$ cat src/rtl/sdram_rfsh_pkg.sv
package sdram_rfsh_pkg;

  // Strobes from control to the counter datapath
  typedef struct packed {
    logic cfgLoad;   // capture new configuration and load the counter from it
    logic reload;    // restart counter from the stored interval
    logic dec;       // count one cycle
  } cntStrobe_t;

  // Conditions reported by the datapath to control
  typedef struct packed {
    logic curNz;     // stored interval is nonzero
    logic newNz;     // interval on the write bus is nonzero
    logic anyEn;     // at least one partition enabled
    logic badAcc;    // current access targets a disabled partition
    logic expiring;  // counter at its last cycle
  } cntStatus_t;

endpackage

$ cat src/rtl/sdram_rfsh_datapath.sv
module sdram_rfsh_datapath
  import sdram_rfsh_pkg::*;
#(
  parameter int NUM_PART = 4,
  parameter int CNT_W    = 12,
  localparam int PART_W  = (NUM_PART > 1) ? $clog2(NUM_PART) : 1
) (
  input  logic                clk,
  input  logic                rstN,
  input  cntStrobe_t          strobe,
  input  logic [CNT_W-1:0]    cfgInterval,
  input  logic [NUM_PART-1:0] cfgPartEn,
  input  logic                accValid,
  input  logic [PART_W-1:0]   accPart,
  output cntStatus_t          status,
  output logic [CNT_W-1:0]    cntValue,
  output logic [CNT_W-1:0]    intervalVal,
  output logic [NUM_PART-1:0] partEnVal
);

  logic [CNT_W-1:0]    intervalReg;
  logic [NUM_PART-1:0] partEnReg;
  logic [CNT_W-1:0]    cntReg;
  logic [NUM_PART-1:0] missVec;

  // Per-partition decode of an access that hits a disabled partition
  for (genvar g = 0; g < NUM_PART; g++) begin : g_miss
    assign missVec[g] = accValid && (accPart == PART_W'(g)) && !partEnReg[g];
  end

  always_ff @(posedge clk) begin
    if (!rstN) begin
      intervalReg <= '0;
      partEnReg   <= '0;
    end else if (strobe.cfgLoad) begin
      intervalReg <= cfgInterval;
      partEnReg   <= cfgPartEn;
    end
  end

  always_ff @(posedge clk) begin
    if (!rstN) begin
      cntReg <= '0;
    end else if (strobe.cfgLoad) begin
      cntReg <= cfgInterval;
    end else if (strobe.reload) begin
      cntReg <= intervalReg;
    end else if (strobe.dec) begin
      cntReg <= cntReg - CNT_W'(1);
    end
  end

  always_comb begin
    status.curNz    = (intervalReg != '0);
    status.newNz    = (cfgInterval != '0);
    status.anyEn    = |partEnReg;
    status.badAcc   = |missVec;
    status.expiring = (cntReg <= CNT_W'(1));
  end

  assign cntValue    = cntReg;
  assign intervalVal = intervalReg;
  assign partEnVal   = partEnReg;

endmodule

$ cat src/rtl/sdram_rfsh_ctrl.sv
module sdram_rfsh_ctrl
  import sdram_rfsh_pkg::*;
(
  input  logic       clk,
  input  logic       rstN,
  input  logic       cfgWrite,
  input  logic       refreshAck,
  input  cntStatus_t status,
  output cntStrobe_t strobe,
  output logic       refreshReq
);

  logic counting;
  logic periodicHit;
  logic forcedHit;
  logic trigger;
  logic reqReg;

  assign counting    = status.curNz && status.anyEn;
  assign periodicHit = counting && status.expiring;
  assign forcedHit   = status.curNz && status.badAcc;

  // A write is judged on the interval it writes; otherwise the stored one
  assign trigger = cfgWrite ? status.newNz : (periodicHit || forcedHit);

  always_comb begin
    strobe.cfgLoad = cfgWrite;
    strobe.reload  = trigger && !cfgWrite;
    strobe.dec     = counting && !cfgWrite && !trigger;
  end

  always_ff @(posedge clk) begin
    if (!rstN) begin
      reqReg <= 1'b0;
    end else begin
      reqReg <= trigger || (reqReg && !refreshAck);
    end
  end

  assign refreshReq = reqReg;

endmodule

$ cat src/rtl/sdram_refresh_sched.sv
module sdram_refresh_sched
  import sdram_rfsh_pkg::*;
#(
  parameter int NUM_PART = 4,
  parameter int CNT_W    = 12,
  localparam int PART_W  = (NUM_PART > 1) ? $clog2(NUM_PART) : 1
) (
  input  logic                clk,
  input  logic                rstN,
  input  logic                cfgWrite,
  input  logic [CNT_W-1:0]    cfgInterval,
  input  logic [NUM_PART-1:0] cfgPartEn,
  input  logic                accValid,
  input  logic [PART_W-1:0]   accPart,
  input  logic                clkChange,
  input  logic                refreshAck,
  output logic                refreshReq
);

  cntStrobe_t          strobe;
  cntStatus_t          status;
  logic [CNT_W-1:0]    cntValue;
  logic [CNT_W-1:0]    intervalVal;
  logic [NUM_PART-1:0] partEnVal;

  sdram_rfsh_datapath #(
    .NUM_PART (NUM_PART),
    .CNT_W    (CNT_W)
  ) u_dp (
    .clk         (clk),
    .rstN        (rstN),
    .strobe      (strobe),
    .cfgInterval (cfgInterval),
    .cfgPartEn   (cfgPartEn),
    .accValid    (accValid),
    .accPart     (accPart),
    .status      (status),
    .cntValue    (cntValue),
    .intervalVal (intervalVal),
    .partEnVal   (partEnVal)
  );

  sdram_rfsh_ctrl u_ctrl (
    .clk        (clk),
    .rstN       (rstN),
    .cfgWrite   (cfgWrite),
    .refreshAck (refreshAck),
    .status     (status),
    .strobe     (strobe),
    .refreshReq (refreshReq)
  );

endmodule

$ cat config.mk
export PLATFORM = sky130hd
export DESIGN_NAME = sdram_refresh_sched
export DESIGN_NICKNAME = d
export VERILOG_FILES = /design/src/rtl/sdram_rfsh_pkg.sv /design/src/rtl/sdram_rfsh_datapath.sv /design/src/rtl/sdram_rfsh_ctrl.sv /design/src/rtl/sdram_refresh_sched.sv
export SDC_FILE = /design/constraint.sdc
export NUM_CORES = 1
export LEC_CHECK = 0
export BUFFER_PORTS_ARGS = -buffer_cell sky130_fd_sc_hd__buf_2
export CAP_MARGIN = 40
export CORE_MARGIN = 4
export CORE_UTILIZATION = 40
export DETAILED_ROUTE_END_ITERATION = 6
export SLEW_MARGIN = 40
export SYNTH_ARGS = -nofsm -noshare
export SYNTH_HDL_FRONTEND = slang
export SYNTH_HIERARCHICAL = 1
export SYNTH_SLANG_ARGS = --single-unit
$ cat constraint.sdc
create_clock -name clk -period 2.3 [get_ports clk]
set_input_delay 0.115 -clock clk [delete_from_list [all_inputs] [get_ports clk]]
set_output_delay 0.115 -clock clk [all_outputs]
set_load 0.02 [all_outputs]
==> flow_summary.json, run 1 <==
{
  "ys_seq_elements": 29,
  "regToRegSetupSlack_ps": 120,
  "ctsHoldBuffers": 0,
  "power_w": 0.00143,
  "final_common_cell": "dfxtp_1",
  "holdWs_ps": 69.3,
  "min_path_type": "input pin to flip-flop",
  "die_h_um": 72.3,
  "final_nets": 263,
  "slew_viol_final": 0,
  "max_stage_delay_ps": 360,
  "ios": 25,
  "fin_crit_sh_pct": 94.9,
  "fin_ws_ps": 117,
  "worst-r2r-cell-count": 10,
  "place.gp.congestion": 0.792,
  "worst-path-max-fanout": 5,
  "rsz0062_at_grt": "true",
  "hold_depth": 3,
  "drive_gt1_share_pct": 30.7,
  "dpl_cell_area_mm2": 0.00197,
  "synth_edf_count": 0,
  "syn_area_mm2": 0.00165,
  "crit_arrival_ps": 2360,
  "cts_root_buf": "clkbuf_8",
  "synth_top_area_share_pct": 35.1,
  "drcViolationCount": 0,
  "numPortBuffers": 23,
  "numCtsBuffers": 5,
  "die-area_mm2": 0.00523,
  "multi_input_comb_area_mm2": 0.00104,
  "fin_tns_setup_ps": 0,
  "max-cap-violations": 0,
  "ant_nets": 0,
  "first_pass_iters": 4,
  "whs_endpoint": "u_dp/partEnVal[2]$_SDFFE_PN0P_",
  "grt_pass1_vias": 1503,
  "worst_slew_pin_slew_ps": 702,
  "drt_iter0_drc": 53,
  "syn_area_per_cell_um2": 8.44,
  "core_area_mm2": 0.00400,
  "cp-start-kind": "flip-flop",
  "antenna_found_initial": 0,
  "grt_overflow": 0,
  "async_reset_ff_share_pct": 0,
  "ys_warn_count": 6,
  "ys_types": 48,
  "place_hpwl_mm": 3.08,
  "insertion_delay_ps": 280,
  "crit_required_ps": 2480,
  "rows": 23,
  "grt_first_pass_wirelength_mm": 7.02,
  "synth_nets": 222,
  "fin_area_mm2": 0.00209,
  "cts_tree": "yes",
  "layout_common_cells": "28 x dfxtp_1, 24 x buf_4, 23 x buf_2",
  "fin_crit_ps": 2180,
  "reg2reg_to": "u_dp/cntValue[9]$_SDFFE_PN0P_",
  "wl_per_cell_um": 14.5,
  "cts_sinks": 29,
  "num_vias": 1540,
  "chipWidth_um": 72.3,
  "outcome": "complete, no violations",
  "max_slew_margin_pct": 53.1,
  "min_from": "cfgPartEn[2]",
  "clk_pin_slew_worst_paths_ps": 60,
  "yosysTopAreaCell": "dfxtp_1",
  "path_cells": "nor3_2 > nand2_1 > nor4_4 > a21oi_2 > nor2_4 > buf_6 > nor2b_2 > o31ai_2 > o21a_1 > o221a_1",
  "synth_area_leaders": "dfxtp_1 35%, mux2i_1 7.3%, a21oi_1 6.4%",
  "hold_violations": 0,
  "syn2layout_area_growth_pct": 26.6,
  "synth_flop_cell": "dfxtp_1",
  "crit_start": "u_dp/cntValue[10]$_SDFFE_PN0P_",
  "max_freq_mhz": 458,
  "diodes": 0,
  "finalClockSkew_ps": 3.73,
  "grt_max_degree": 44,
  "p_leak_nw": 0.919,
  "fill_cells": 391,
  "syn_inst": 196,
  "h-tree-depth": 2,
  "seq_area_frac_synth_pct": 35.1,
  "layout.area.seq_um2": 584,
  "viasPerCell": 5.35,
  "rr_startpoint": "u_dp/cntValue[10]$_SDFFE_PN0P_",
  "worstSetupPathType": "flip-flop to flip-flop",
  "wirelength_mm": 4.18,
  "grt_use_total_pct": 17.2,
  "cp_slowest_cell": "nor4_4",
  "ir_drop_mv": 0.360,
  "cts.path.max_buffers": 2,
  "critPathCaptureType": "flip-flop",
  "setup_viol": 0,
  "powerDensity_mw_per_mm2": 684,
  "initial_core_util_pct": 41.4,
  "preCtsSetupSlack_ps": -44.1
}
==> worst max-delay path by stage <==
stage,endpoint,slack [ps],depth (start not counted)
3_5_place_dp,u_dp/cntValue[9]$_SDFFE_PN0P_,-40,9
5_1_grt,u_dp/cntValue[11]$_SDFFE_PN0P_,-9,9
2_1_floorplan,u_dp/cntValue[9]$_SDFFE_PN0P_,20,11
3_3_place_gp,u_dp/cntValue[9]$_SDFFE_PN0P_,-40,9
6_report,u_dp/cntValue[9]$_SDFFE_PN0P_,120,10
4_1_cts,u_dp/cntValue[9]$_SDFFE_PN0P_,20,10
==> metrics by stage <==
| step | instances | util [%] |
|---|---|---|
| 2_1_floorplan | 196 | - |
| 3_3_place_gp | 279 | 49.3 |
| 3_5_place_dp | 279 | 49.3 |
| 4_1_cts | 287 | 51.6 |
| 5_1_grt | 288 | 52.4 |
| 6_report | 288 | 52.4 |
==> synthesized netlist by cell type (all sizes together) (7+ instances only) <==
cell,n
dfxtp,29
a21oi,22
nor2,17
nand2,13
mux2i,12
nor4,9
o21ai,9
clkbuf,8
nand2b,7
==> area by class of cell <==
cell class,count,share of cell area [%]
clock buffers,6,3.46
well taps,50,2.99
flip-flops and latches,29,27.9
clock inverters,2,0.478
repair buffers,48,14.6
multi-input cells,147,49.5
inverters,6,1.08
==> flip-flops by register name (all words and copies together), names as in the netlist <==
| name | count |
|---|---|
| u_ctrl/refreshReq | 1 |
| u_dp/cntValue | 12 |
| u_dp/partEnVal | 4 |
| u_dp/intervalVal | 12 |
==> cells by family after synthesis <==
kind of cell	after synthesis	synth area share [%]
simple gates	74	25.9
compound gates	54	21.6
flops	29	35.1
buf+inv	20	5.14
mux	13	8.62
xor+xnor	4	2.12
fa+ha+maj	2	1.51
==> metal layers <==
layer | vias up | GRT usage [%] | share of wire [%]
met5 | - | 0 | 0
met2 | 26 | 27.2 | 45
li1 | 801 | - | -
met3 | 5 | 4.02 | 3.5
met4 | 0 | 5.01 | 1.3
met1 | 708 | 23.4 | 50
==> power by group <==
group	switching, W	total [W]	internal [W]
sequential	0.0000300	0.000575	0.000545
combinational	0.000232	0.000452	0.000219
clock	0.000197	0.000406	0.000209
==> worst max-delay path, delay by kind of cell (launching register included) <==
kind / cells / cell delay, ps
AO/OA/AOI/OAI: 4 / 600
flip-flops: 1 / 330
AND/OR/NAND/NOR: 5 / 1040
buffers and inverters: 1 / 120
==> timing repair <==
action / 4_1_cts / 5_1_grt
pin swaps: 0 / 8
buffers inserted: 0 / 1
endpoints found under the setup margin: 6 / 12
gates resized for setup: 2 / 9
Note: power is estimated with default switching activity, not from simulation.
==> run 2, diff against run 1 <==
--- a/config.mk
+++ b/config.mk
@@ -10,6 +10,7 @@
 export CORE_MARGIN = 4
 export CORE_UTILIZATION = 40
 export DETAILED_ROUTE_END_ITERATION = 6
+export SETUP_SLACK_MARGIN = 0.4
 export SLEW_MARGIN = 40
 export SYNTH_ARGS = -nofsm -noshare
 export SYNTH_HDL_FRONTEND = slang
==> constraint.sdc (replaced) <==
create_clock -name clk -period 2.3 [get_ports clk]
set_input_delay 0.345 -clock clk [delete_from_list [all_inputs] [get_ports clk]]
set_output_delay 0.345 -clock clk [all_outputs]
set_load 0.02 [all_outputs]
==> run 2 against run 1 <==
  * Worst setup slack improved by 18 ps
  * Combinational power increased by 20%
  * Critical path depth unchanged
  * Non-clock buffer count increased by 5
  * Die area unchanged
==> flow_summary.json, run 2 (synthesis results as in run 1) <==
{
  "holdWs_ps": 297,
  "fill_cells": 366,
  "max_freq_mhz": 462,
  "rsz0062_at_grt": "true",
  "chipWidth_um": 72.3,
  "first_pass_iters": 4,
  "wirelength_mm": 4.94,
  "cp-start-kind": "flip-flop",
  "slew_viol_final": 0,
  "fin_area_mm2": 0.00232,
  "clk_pin_slew_worst_paths_ps": 70,
  "wl_per_cell_um": 16.9,
  "layout_common_cells": "24 x buf_4, 23 x buf_2, 22 x dfxtp_1",
  "rows": 23,
  "numCtsBuffers": 5,
  "finalClockSkew_ps": 5.71,
  "core_area_mm2": 0.00400,
  "cts_sinks": 29,
  "cts.path.max_buffers": 2,
  "critPathBufInv": 3,
  "fin_crit_ps": 2170,
  "max-cap-violations": 0,
  "dpl_cell_area_mm2": 0.00200,
  "ir_drop_mv": 0.417,
  "syn2layout_area_growth_pct": 40.1,
  "h-tree-depth": 2,
  "ios": 25,
  "initial_core_util_pct": 41.4,
  "ctsHoldBuffers": 0,
  "grt_pass1_vias": 1622,
  "num_vias": 1663,
  "hold_violations": 0,
  "antenna_found_initial": 0,
  "outcome": "complete, no violations",
  "final_common_cell": "buf_4",
  "final_nets": 268,
  "cp_slowest_cell": "or4_4",
  "cts_root_buf": "clkbuf_8",
  "path_cells": "or4_4 > a21oi_4 > nor2_4 > buf_12 > or2_4 > buf_6 > buf_4 > a31oi_1 > o21ai_1 > a21oi_1",
  "min_path_type": "input pin to flip-flop",
  "grt_overflow": 0,
  "powerDensity_mw_per_mm2": 669,
  "worst-path-max-fanout": 7,
  "max_slew_margin_pct": 51.8,
  "place_hpwl_mm": 3.34,
  "insertion_delay_ps": 280,
  "setup_viol": 0,
  "grt_max_degree": 44,
  "cts_tree": "yes",
  "die_h_um": 72.3,
  "crit_required_ps": 2500,
  "grt_first_pass_wirelength_mm": 7.82,
  "viasPerCell": 5.68,
  "diodes": 0,
  "place.gp.congestion": 0.932,
  "drcViolationCount": 0,
  "worstSetupPathType": "flip-flop to flip-flop",
  "critPathTopFamily": "simple AND/OR/NAND/NOR gates",
  "worst_slew_pin_slew_ps": 722,
  "fin_crit_sh_pct": 94.2,
  "max_stage_delay_ps": 550,
  "drive_gt1_share_pct": 42.8,
  "crit_arrival_ps": 2370,
  "die-area_mm2": 0.00523,
  "numPortBuffers": 23,
  "p_leak_nw": 0.978,
  "ant_nets": 0,
  "drt_iter0_drc": 149,
  "grt_use_total_pct": 19.6,
  "critPathCaptureType": "flip-flop"
}
[run 2: final timing paths]
check,from,endpoint,slack (ps),cells after the start
worst max-delay path,u_dp/partEnVal[2]$_SDFFE_PN0P_,u_dp/cntValue[3]$_SDFFE_PN0P_,130,10
worst min register to register,u_dp/intervalVal[7]$_SDFFE_PN0P_,u_dp/intervalVal[7]$_SDFFE_PN0P_,510,2
worst min-delay path,cfgPartEn[1],u_dp/partEnVal[1]$_SDFFE_PN0P_,300,3
worst max register to register,u_dp/partEnVal[2]$_SDFFE_PN0P_,u_dp/cntValue[3]$_SDFFE_PN0P_,130,10
[run 2: timing repair]
action,4_1_cts,5_1_grt
endpoints found under the hold margin,0,0
endpoints found under the setup margin,12,13
gates resized for setup,19,14
setup buffers,4,9
pin swaps,14,9
gates cloned,0,0
[run 2: cell type report]
cell class / count / area, um^2 / area share (%)
Multi-Input combinational cell: 147 / 1180 / 50.9
Clock buffer: 6 / 72.6 / 3.13
Timing Repair Buffer: 53 / 372 / 16.0
Inverter: 6 / 25.0 / 1.08
Sequential cell: 29 / 597 / 25.8
Clock inverter: 2 / 10.0 / 0.432
Tap cell: 50 / 62.6 / 2.70
[run 2: power by group]
group | total, W | leakage [nW] | internal (W) | switching, W
Clock | 0.000411 | 0.0450 | 0.000209 | 0.000202
Sequential | 0.000594 | 0.243 | 0.000546 | 0.0000480
Combinational | 0.000544 | 0.690 | 0.000278 | 0.000267
[run 2: stage by stage]
stage               total power [W]  TNS (ps)  setup slack, ps  util (%)  instances
finish                      0.00155         0              134      57.9        293
global route                0.00164     -12.3            -12.3      57.9        293
CTS                         0.00150         0             73.5      54.6        284
detailed placement          0.00104     -9.76            -9.76      50.0        272
global placement            0.00103         0             34.8      50.0        272
floorplan                  0.000906         0              250         -        196
[run 2: routing by layer]
layer	GRT usage [%]	routed length (um)
met5	0	0
met4	8.56	42
met3	4.43	241
met2	31.5	2500
met1	25.1	2150
[run 2: tightest hold or removal path, stage by stage]
cell,delay (ps)
buf_2,70
mux2i_1,50
nor2_1,70
